==> src/rtl/txflow_pkg.sv <==
package txflow_pkg;
  localparam int FC_PINS = 2;
  typedef enum logic {FC_CTS = 1'b0, FC_DSR = 1'b1} fc_sel_e;
endpackage

==> src/rtl/txf_sync.sv <==
module txf_sync #(
  parameter int STAGES  = 2,
  parameter bit RST_VAL = 1'b1
) (
  input  logic clk,
  input  logic rst,
  input  logic d,
  output logic q
);
  logic [STAGES-1:0] sh;

  always_ff @(posedge clk) begin
    if (rst) sh <= {STAGES{RST_VAL}};
    else     sh <= {sh[STAGES-2:0], d};
  end

  assign q = sh[STAGES-1];
endmodule

==> src/rtl/txf_flow_gate.sv <==
module txf_flow_gate
  import txflow_pkg::*;
(
  input  logic               clk,
  input  logic               rst,
  input  logic               flow_en,
  input  logic               flow_sel,
  input  logic [FC_PINS-1:0] fc_sync,
  input  logic               fifo_empty,
  input  logic               tx_busy,
  input  logic               dir_ok,
  output logic               tx_permit
);
  logic watched_hi;
  logic flow_ok;

  always_comb begin
    watched_hi = (fc_sel_e'(flow_sel) == FC_DSR) ? fc_sync[1] : fc_sync[0];
    flow_ok    = !flow_en || !watched_hi;
  end

  // permit only changes at character boundaries (transmitter idle)
  always_ff @(posedge clk) begin
    if (rst)           tx_permit <= 1'b0;
    else if (!tx_busy) tx_permit <= !fifo_empty && flow_ok && dir_ok;
  end
endmodule

==> src/rtl/txf_dir_timer.sv <==
module txf_dir_timer #(
  parameter int DLY_W = 4
) (
  input  logic             clk,
  input  logic             rst,
  input  logic             bit_tick,
  input  logic             char_done,
  input  logic             pending,
  input  logic [DLY_W-1:0] dly,
  output logic             active,
  output logic             active_nxt
);
  logic [DLY_W-1:0] cnt_q, cnt_n;
  logic             run_q, run_n;

  always_comb begin
    active_nxt = active;
    cnt_n      = cnt_q;
    run_n      = run_q;
    if (pending) begin
      active_nxt = 1'b1;
      run_n      = 1'b0;
    end else if (char_done) begin
      if (dly == '0) active_nxt = 1'b0;
      else begin
        run_n = 1'b1;
        cnt_n = dly;
      end
    end else if (run_q && bit_tick) begin
      cnt_n = cnt_q - DLY_W'(1);
      if (cnt_q == DLY_W'(1)) begin
        active_nxt = 1'b0;
        run_n      = 1'b0;
      end
    end
  end

  always_ff @(posedge clk) begin
    if (rst) begin
      active <= 1'b0;
      cnt_q  <= '0;
      run_q  <= 1'b0;
    end else begin
      active <= active_nxt;
      cnt_q  <= cnt_n;
      run_q  <= run_n;
    end
  end
endmodule

==> src/rtl/txflow_dir_ctrl.sv <==
module txflow_dir_ctrl
  import txflow_pkg::*;
#(
  parameter int DLY_W       = 4,
  parameter int SYNC_STAGES = 2
) (
  input  logic             clk,
  input  logic             rst,
  input  logic             bit_tick,
  input  logic             tx_busy,
  input  logic             char_done,
  input  logic             fifo_empty,
  input  logic             cts_n,
  input  logic             dsr_n,
  input  logic             flow_en,
  input  logic             flow_sel,
  input  logic             rs485_en,
  input  logic [DLY_W-1:0] turn_dly,
  input  logic             rts_bit,
  output logic             tx_permit,
  output logic             rts_n
);
  logic [FC_PINS-1:0] fc_raw;
  logic [FC_PINS-1:0] fc_sync;
  logic               dir_active, dir_active_nxt;

  assign fc_raw = {dsr_n, cts_n};

  for (genvar g = 0; g < FC_PINS; g++) begin : g_sync
    txf_sync #(.STAGES(SYNC_STAGES), .RST_VAL(1'b1)) u_sync (
      .clk (clk),
      .rst (rst),
      .d   (fc_raw[g]),
      .q   (fc_sync[g])
    );
  end

  txf_dir_timer #(.DLY_W(DLY_W)) u_timer (
    .clk        (clk),
    .rst        (rst),
    .bit_tick   (bit_tick),
    .char_done  (char_done),
    .pending    (!fifo_empty),
    .dly        (turn_dly),
    .active     (dir_active),
    .active_nxt (dir_active_nxt)
  );

  txf_flow_gate u_gate (
    .clk        (clk),
    .rst        (rst),
    .flow_en    (flow_en),
    .flow_sel   (flow_sel),
    .fc_sync    (fc_sync),
    .fifo_empty (fifo_empty),
    .tx_busy    (tx_busy),
    .dir_ok     (!rs485_en || dir_active),
    .tx_permit  (tx_permit)
  );

  always_ff @(posedge clk) begin
    if (rst) rts_n <= 1'b1;
    else     rts_n <= rs485_en ? !dir_active_nxt : !rts_bit;
  end
endmodule

==> config.mk <==
export PLATFORM = sky130hd
export DESIGN_NAME = txflow_dir_ctrl
export DESIGN_NICKNAME = d
export VERILOG_FILES = /design/src/rtl/txflow_pkg.sv /design/src/rtl/txf_sync.sv /design/src/rtl/txf_flow_gate.sv /design/src/rtl/txf_dir_timer.sv /design/src/rtl/txflow_dir_ctrl.sv
export SDC_FILE = /design/constraint.sdc
export NUM_CORES = 1
export LEC_CHECK = 0
export BUFFER_PORTS_ARGS = -buffer_cell sky130_fd_sc_hd__buf_2
export CORE_MARGIN = 2
export CORE_UTILIZATION = 41
export CTS_BUF_LIST = sky130_fd_sc_hd__clkbuf_2 sky130_fd_sc_hd__clkbuf_4 sky130_fd_sc_hd__clkbuf_8
export DETAILED_ROUTE_END_ITERATION = 10
export GPL_TIMING_DRIVEN = 1
export PLACE_DENSITY_LB_ADDON = 0.3
export SLEW_MARGIN = 5
export SYNTH_ARGS = -nofsm -noshare
export SYNTH_HDL_FRONTEND = slang
export SYNTH_HIERARCHICAL = 1
export SYNTH_SLANG_ARGS = --single-unit
==> constraint.sdc <==
create_clock -name clk -period 1.45 [get_ports clk]
set_clock_uncertainty 0.2 [all_clocks]
set_input_delay 0 -clock clk [delete_from_list [all_inputs] [get_ports clk]]
set_output_delay 0 -clock clk [all_outputs]
set_load 0.03 [all_outputs]
==> metrics.md, run 1 <==
| Metric | Value |
|---|---|
| Iter 0 DRT Violations | `9` |
| Avg Cell Area, Syn | `between 9 and 10 um^2` |
| Critical setup path kind | `flip-flop to flip-flop` |
| Synth area leader | `dfxtp_1` |
| Synth top area share | `approximately two fifths` |
| Transition time of the tightest slew-check pin | `0.289 ns` |
| Reg-to-Reg Start | `u_timer/cnt_q[1]` |
| Failing checks | `negative hold slack, negative setup slack` |
| Full die area | `1870 um^2` |
| Leakage power | `0.437 nW` |
| Slew Viols, Final | `0` |
| Root Buffer | `clkbuf_4` |
| Sequential area share after synthesis | `a little under two fifths` |
| Tmin final | `1.49 ns` |
| Req. time, crit path | `roughly 1.4 ns` |
| Later-pin clock latency in the skew report | `between 0.2 and 0.3 ns` |
| Register area | `~240 um^2` |
| Slew HR | `80.6%` |
| Global route overflow | `0` |
| Crit path launch type | `flip-flop` |
| FMAX | `672 MHz` |
| Filler cells | `127` |
| First-pass GRT wire length | `2.85 mm` |
| Avg WL per Cell | `13.2 um` |
| DRC | `0` |
| Most numerous cell in the Yosys netlist | `dfxtp_1` |
| Post-route setup slack | `-0.0386 ns` |
| Layout cells sized above 1 | `between 40% and 50%` |
| DP HPWL | `1.16 mm` |
| Reg2reg path depth | `7` |
| Min-delay worst type | `primary input to flip-flop` |
| CP endpoint kind | `flip-flop` |
| Synth top cells by count | `12 x dfxtp_1, 7 x inv_1, 5 x or2_1` |
| Seq cells post-synth | `12` |
| Status | `finished, violations left` |
| CTS buffer count | `3` |
| R2r endpoint | `rts_n` |
| Final worst-path cycle share | `103%` |
| Final Hold Violating Endpoints | `7` |
| Crit path launch | `u_timer/cnt_q[1]` |
| Vias in the first global route | `663` |
| R2R setup slack | `-0.04 ns` |
| Chip width | `~43 um` |
| Total GRT Usage | `20.5%` |
| Final Total Pwr | `0.819 mW` |
| H-tree Lvls | `1` |
| Synth Flop Type | `dfxtp_1` |
| Non-Filler Instances | `120` |
| ANT cells | `0` |
| Total negative slack | `-0.0462 ns` |
| Initial core utilization | `42.9%` |
| Clock Pin Slew Worst Setup and Hold Paths | `0.08 ns` |
| # setup viols final | `2` |
| IO buf count | `17` |
| Die height | `43.2 um` |
| Pre-antenna DRT Iters | `4` |
| Core Box Area | `1470 um^2` |
| Layout Area Growth over Synthesis | `54.8%` |
| MaxCap Viol Count | `0` |
| Placed cells | `105` |
| Unrepaired setup endpoints after global routing | `true` |
| Syn Nets | `83` |
| Ys async rst share | `0%` |
| CP max FO | `2` |
| Post-Route WL | `about 1.6 mm` |
| Multi-input gate area | `about 400 um^2` |
| Top Ports | `18` |
| Drt via density | `5.16` |
| Maximum root-to-sink buffer count | `2` |
| EDFF count, synth | `0` |
| Post-Syn Area | `631 um^2` |
| FP Rows | `14` |
| ANT nets after route | `0` |
| Count of different cell masters after synthesis | `30` |
| Crit path DAT | `1.45 ns` |
| Nets | `123` |
| Vias | `619` |
| Dpl ws | `-0.0859 ns` |
| VDD IR max | `0.445 mV` |
| Synth area leaders | `dfxtp_1 38%, mux2i_1 6.3%, or2_1 5.0%` |
| Syn Inst Count | `65` |
| Pwr/cell area | `840 nW/um^2` |
| WHS | `-0.168 ns` |
| Setup crit end | `rts_n` |
| Largest net degree at the start of global routing | `12` |
| Clock sinks | `12` |
| Warnings, synthesis | `6` |
| TritonCTS clock tree | `done` |
| Initial antenna violation count | `0` |
| Routability cong. | `0.829` |
-- through the flow --
stage	cell area, um^2	util [%]	hold WS (ns)
after floorplan	631	-	-0.131
after detailed placement	785	53.3	-0.0151
after CTS	967	65.7	-0.187
after global placement	785	53.3	-0.0218
after global routing	976	66.3	-0.154
final	976	66.3	-0.168
-- layer usage --
layer  routed length [um]  share of wire (%)  track usage [%]
met2                  837                 53             36.1
met4                   13               0.82             7.88
met5                    0                  0                0
met3                   71                4.5             4.26
met1                  665                 42             24.0
-- what timing repair did --
item / 4_1_cts / 5_1_grt
gates cloned: 0 / 0
pin swaps: 3 / 5
gates resized for setup: 6 / 5
hold buffers: 11 / 1
setup endpoints to repair: 3 / 7
hold endpoints to repair: 12 / 6
setup buffers: 2 / 0
-- flip-flops by register name, summed over array words and instances (netlist names) --
register          cells
u_timer/run_q         1
u_timer/cnt_q         4
rts_n                 1
u_timer/active        1
g_sync.u_sync/sh      4
u_gate/tx_permit      1
-- cells by family after synthesis --
family | Yosys count | synth area share (%)
buffers and inverters | 8 | 5.95
flip-flops | 12 | 38.1
multiplexers | 5 | 8.73
XOR/XNOR | 1 | 1.39
adder cells (fa/ha/maj) | 2 | 3.97
AND/OR/NAND/NOR | 26 | 25.8
AO/OA/AOI/OAI | 11 | 16.1
-- layout by cell type, fill, tap and decap left out, types with 2 or more instances in the layout --
master / count
buf_2: 17
dlygate4sd3_1: 10
dfxtp_1: 10
buf_4: 8
inv_1: 6
or2_1: 5
mux2i_1: 4
clkbuf_4: 3
nand2_1: 3
nor2_1: 3
or2b_1: 2
nor3_1: 2
o211ai_1: 2
nor4_1: 2
ha_4: 2
dfxtp_2: 2
-- worst min-delay path by stage --
stage	start	endpoint	slack, ns	depth (start not counted)
floorplan	rst	u_gate/tx_permit	-0.13	1
global placement	dsr_n	g_sync[1].u_sync/sh[0]	-0.02	2
detailed placement	dsr_n	g_sync[1].u_sync/sh[0]	-0.02	2
CTS	rst	u_gate/tx_permit	-0.19	2
global route	rst	u_gate/tx_permit	-0.15	2
finish	rst	u_gate/tx_permit	-0.17	2
-- worst max-delay path: stages, from the launching register on --
cell and delay, ns:
dfxtp_2 0.36, inv_2 0.06, ha_4 0.15, nand4b_1 0.13
nor4_2 0.06, nor3_1 0.14, mux2i_1 0.09, or2_1 0.20
-- power breakdown --
part / leakage, nW / switching (mW) / internal [mW]
clock network: 0.0210 / 0.115 / 0.152
logic: 0.316 / 0.0823 / 0.102
registers: 0.100 / 0.0167 / 0.351
-- cell type report --
class | instances | area share, %
Multi-Input combinational cell | 45 | 40.4
Timing Repair Buffer | 36 | 26.3
Sequential cell | 12 | 24.9
Clock buffer | 4 | 3.72
Inverter | 7 | 2.69
Tap cell | 16 | 2.05
(Power assumes the default switching activity.)
==> inputs of run 2 (changes only) <==
CORE_UTILIZATION = 47   (was 41)
==> metrics.md, run 2 (synthesized netlist as in run 1, its figures left out) <==
| Metric | Value |
|---|---|
| Comb pwr share | `23.0% (was 22.5%)` |
| Status | `finished, violations left (unchanged)` |
| FP Rows | `13 (was 14)` |
| Drt via density | `5.16 (about the same)` |
| Top Ports | `18 (unchanged)` |
| CP endpoint kind | `flip-flop (unchanged)` |
| Root Buffer | `clkbuf_4 (unchanged)` |
| Leakage power | `0.450 nW (was 0.437 nW)` |
| Chip width | `40.6 um (was 43.2 um)` |
| Final worst-path cycle share | `101% (was 103%)` |
| Full die area | `1650 um^2 (was 1870 um^2)` |
| Hold Path Cell Cnt | `4 (was 2)` |
| Maximum root-to-sink buffer count | `2 (unchanged)` |
| Initial core utilization | `49.7% (was 42.9%)` |
| Critical setup path kind | `flip-flop to flip-flop (unchanged)` |
| H-tree Lvls | `1 (unchanged)` |
| Reg2reg path depth | `6 (was 7)` |
| Layout cells sized above 1 | `39.3% (was 40.4%)` |
| Tmin final | `1.47 ns (was 1.49 ns)` |
| Post-route setup slack | `-0.0190 ns (was -0.0386 ns)` |
| Crit path DAT | `1.49 ns (was 1.45 ns)` |
| Transition time of the tightest slew-check pin | `0.292 ns (was 0.289 ns)` |
| # setup viols final | `1 (was 2)` |
| Unrepaired setup endpoints after global routing | `true (unchanged)` |
| DRC | `0 (unchanged)` |
| Iter 0 DRT Violations | `6 (was 9)` |
| CTS buffer count | `3 (unchanged)` |
| VDD IR max | `0.505 mV (was 0.445 mV)` |
| Crit path launch type | `flip-flop (unchanged)` |
| Clock sinks | `12 (unchanged)` |
| Later-pin clock latency in the skew report | `0.27 ns (about the same)` |
| Total GRT Usage | `21.1% (was 20.5%)` |
| ANT nets after route | `0 (unchanged)` |
| Nets | `126 (was 123)` |
| Final Hold Violating Endpoints | `0 (was 7)` |
| Dpl ws | `-0.0718 ns (was -0.0859 ns)` |
| First-pass GRT wire length | `2.29 mm (was 2.85 mm)` |
| DP HPWL | `991 um (was 1.16 mm)` |
| Min-delay worst type | `primary input to flip-flop (unchanged)` |
| Largest registers in the final layout | `g_sync.u_sync/sh: 4 flops, u_timer/cnt_q: 4 flops (unchanged)` |
| CP max FO | `5 (was 2)` |
| Clk pwr share | `32.7% (was 32.6%)` |
| ANT cells | `0 (unchanged)` |
| Failing checks | `negative setup slack (was negative hold slack, negative setup slack)` |
| Non-Filler Instances | `122 (was 120)` |
| Req. time, crit path | `1.47 ns (was 1.42 ns)` |
| Die height | `40.6 um (was 43.2 um)` |
| Global route overflow | `0 (unchanged)` |
| Largest net degree at the start of global routing | `10 (was 12)` |
| Pwr/cell area | `839 nW/um^2 (was 840 nW/um^2)` |
| Net Sw Power | `0.216 mW (was 0.214 mW)` |
| Clock Pin Slew Worst Setup and Hold Paths | `0.08 ns (about the same)` |
| Vias in the first global route | `556 (was 663)` |
| Layout Area Growth over Synthesis | `56.3% (was 54.8%)` |
| Commonest non-fill, non-tap cell in the layout | `buf_2 (unchanged)` |
| Slew Viols, Final | `0 (unchanged)` |
| Core Box Area | `1270 um^2 (was 1470 um^2)` |
| Filler cells | `89 (was 127)` |
| Pre-antenna DRT Iters | `4 (unchanged)` |
| Final Total Pwr | `0.827 mW (was 0.819 mW)` |
| Sw frac | `26.1% (about the same)` |
| Post-Layout Inst Area | `986 um^2 (was 976 um^2)` |
| Internal power | `0.612 mW (was 0.605 mW)` |
| Post-Route WL | `1.59 mm (about the same)` |
| Area after DPL | `783 um^2 (was 785 um^2)` |
| Share of power burned in registers | `44.3% (was 44.9%)` |
| TritonCTS clock tree | `done (unchanged)` |
| IO buf count | `17 (unchanged)` |
| FMAX | `681 MHz (was 672 MHz)` |
| Most frequent cells in the layout | `17 x buf_2, 13 x dlygate4sd3_1, 10 x dfxtp_1 (was 17 x buf_2, 10 x dlygate4sd3_1, 10 x dfxtp_1)` |
| MaxCap Viol Count | `0 (unchanged)` |
| Routability cong. | `0.800 (was 0.829)` |
| Initial antenna violation count | `0 (unchanged)` |
| Avg WL per Cell | `13.1 um (was 13.2 um)` |
| Placed cells | `104 (was 105)` |
| Multi-input gate area | `379 um^2 (was 394 um^2)` |
| Vias | `629 (was 619)` |
| Register area | `243 um^2 (unchanged)` |
| Slew HR | `80.4% (was 80.6%)` |
[run 2: cell types whose count changed in the layout (fill, tap and decap cells not counted)]
cell           delta
buf_4             +1
buf_6             -1
dlygate4sd3_1     +3
ha_2              +1
ha_4              -1
inv_1             -1
inv_2             +1
nor3_1            +1
nor3_2            -1
[run 2: final cells by class]
class / count / share of cell area (%)
Clock buffer: 4 / 3.68
Inverter: 7 / 2.66
Multi-Input combinational cell: 45 / 38.5
Sequential cell: 12 / 24.6
Tap cell: 15 / 1.90
Timing Repair Buffer: 39 / 28.7
[run 2: per-layer routing]
metal | share of wire, % | up-vias | track usage [%]
met5 | 0 | - | 0
met4 | 0.63 | 0 | 2.50
met3 | 2.3 | 2 | 4.89
met2 | 50 | 14 | 40.1
met1 | 47 | 298 | 24.2
li1 | - | 315 | -
[run 2: path summary, 6_finish.rpt]
| check | from | endpoint | slack (ns) |
|---|---|---|---|
| worst max-delay path | u_timer/cnt_q[0] | rts_n | -0.02 |
| worst min-delay path | char_done | u_timer/cnt_q[2] | 0.01 |
| worst max register to register | u_timer/cnt_q[0] | rts_n | -0.02 |
| worst min register to register | g_sync[0].u_sync/sh[0] | g_sync[0].u_sync/sh[1] | 0.21 |
[run 2: metrics by stage]
step	TNS [ns]	hold slack (ns)	util (%)
after CTS	0	0.0301	76.5
final	-0.0190	0.0106	77.7
after global placement	-0.0586	-0.0219	61.7
after global routing	-0.124	0.0205	77.7
after floorplan	0	-0.131	-
after detailed placement	-0.109	-0.0169	61.7
[run 2: critical path: stages (launching register included)]
cell      delay (ns)
dfxtp_2         0.38
ha_2            0.17
nand4b_1        0.13
nor4_2          0.23
nor3_1          0.08
mux2i_1         0.12
or2_1           0.10
[run 2: what timing repair did]
item                                    in CTS  in global routing
hold endpoints to repair                    10                  2
resized for setup                            5                  4
hold buffers                                14                  1
buffers inserted                             0                  1
pin swaps                                    0                  2
endpoints found under the setup margin       2                  7
[run 2: power by group through the flow]
stage / clock network, mW / logic (mW) / registers, mW
4_1_cts: 0.273 / 0.178 / 0.366
3_5_place_dp: 0 / 0.147 / 0.372
6_report: 0.270 / 0.191 / 0.367
3_3_place_gp: 0 / 0.142 / 0.371
5_1_grt: 0.284 / 0.207 / 0.370
2_1_floorplan: 0 / 0.0766 / 0.375
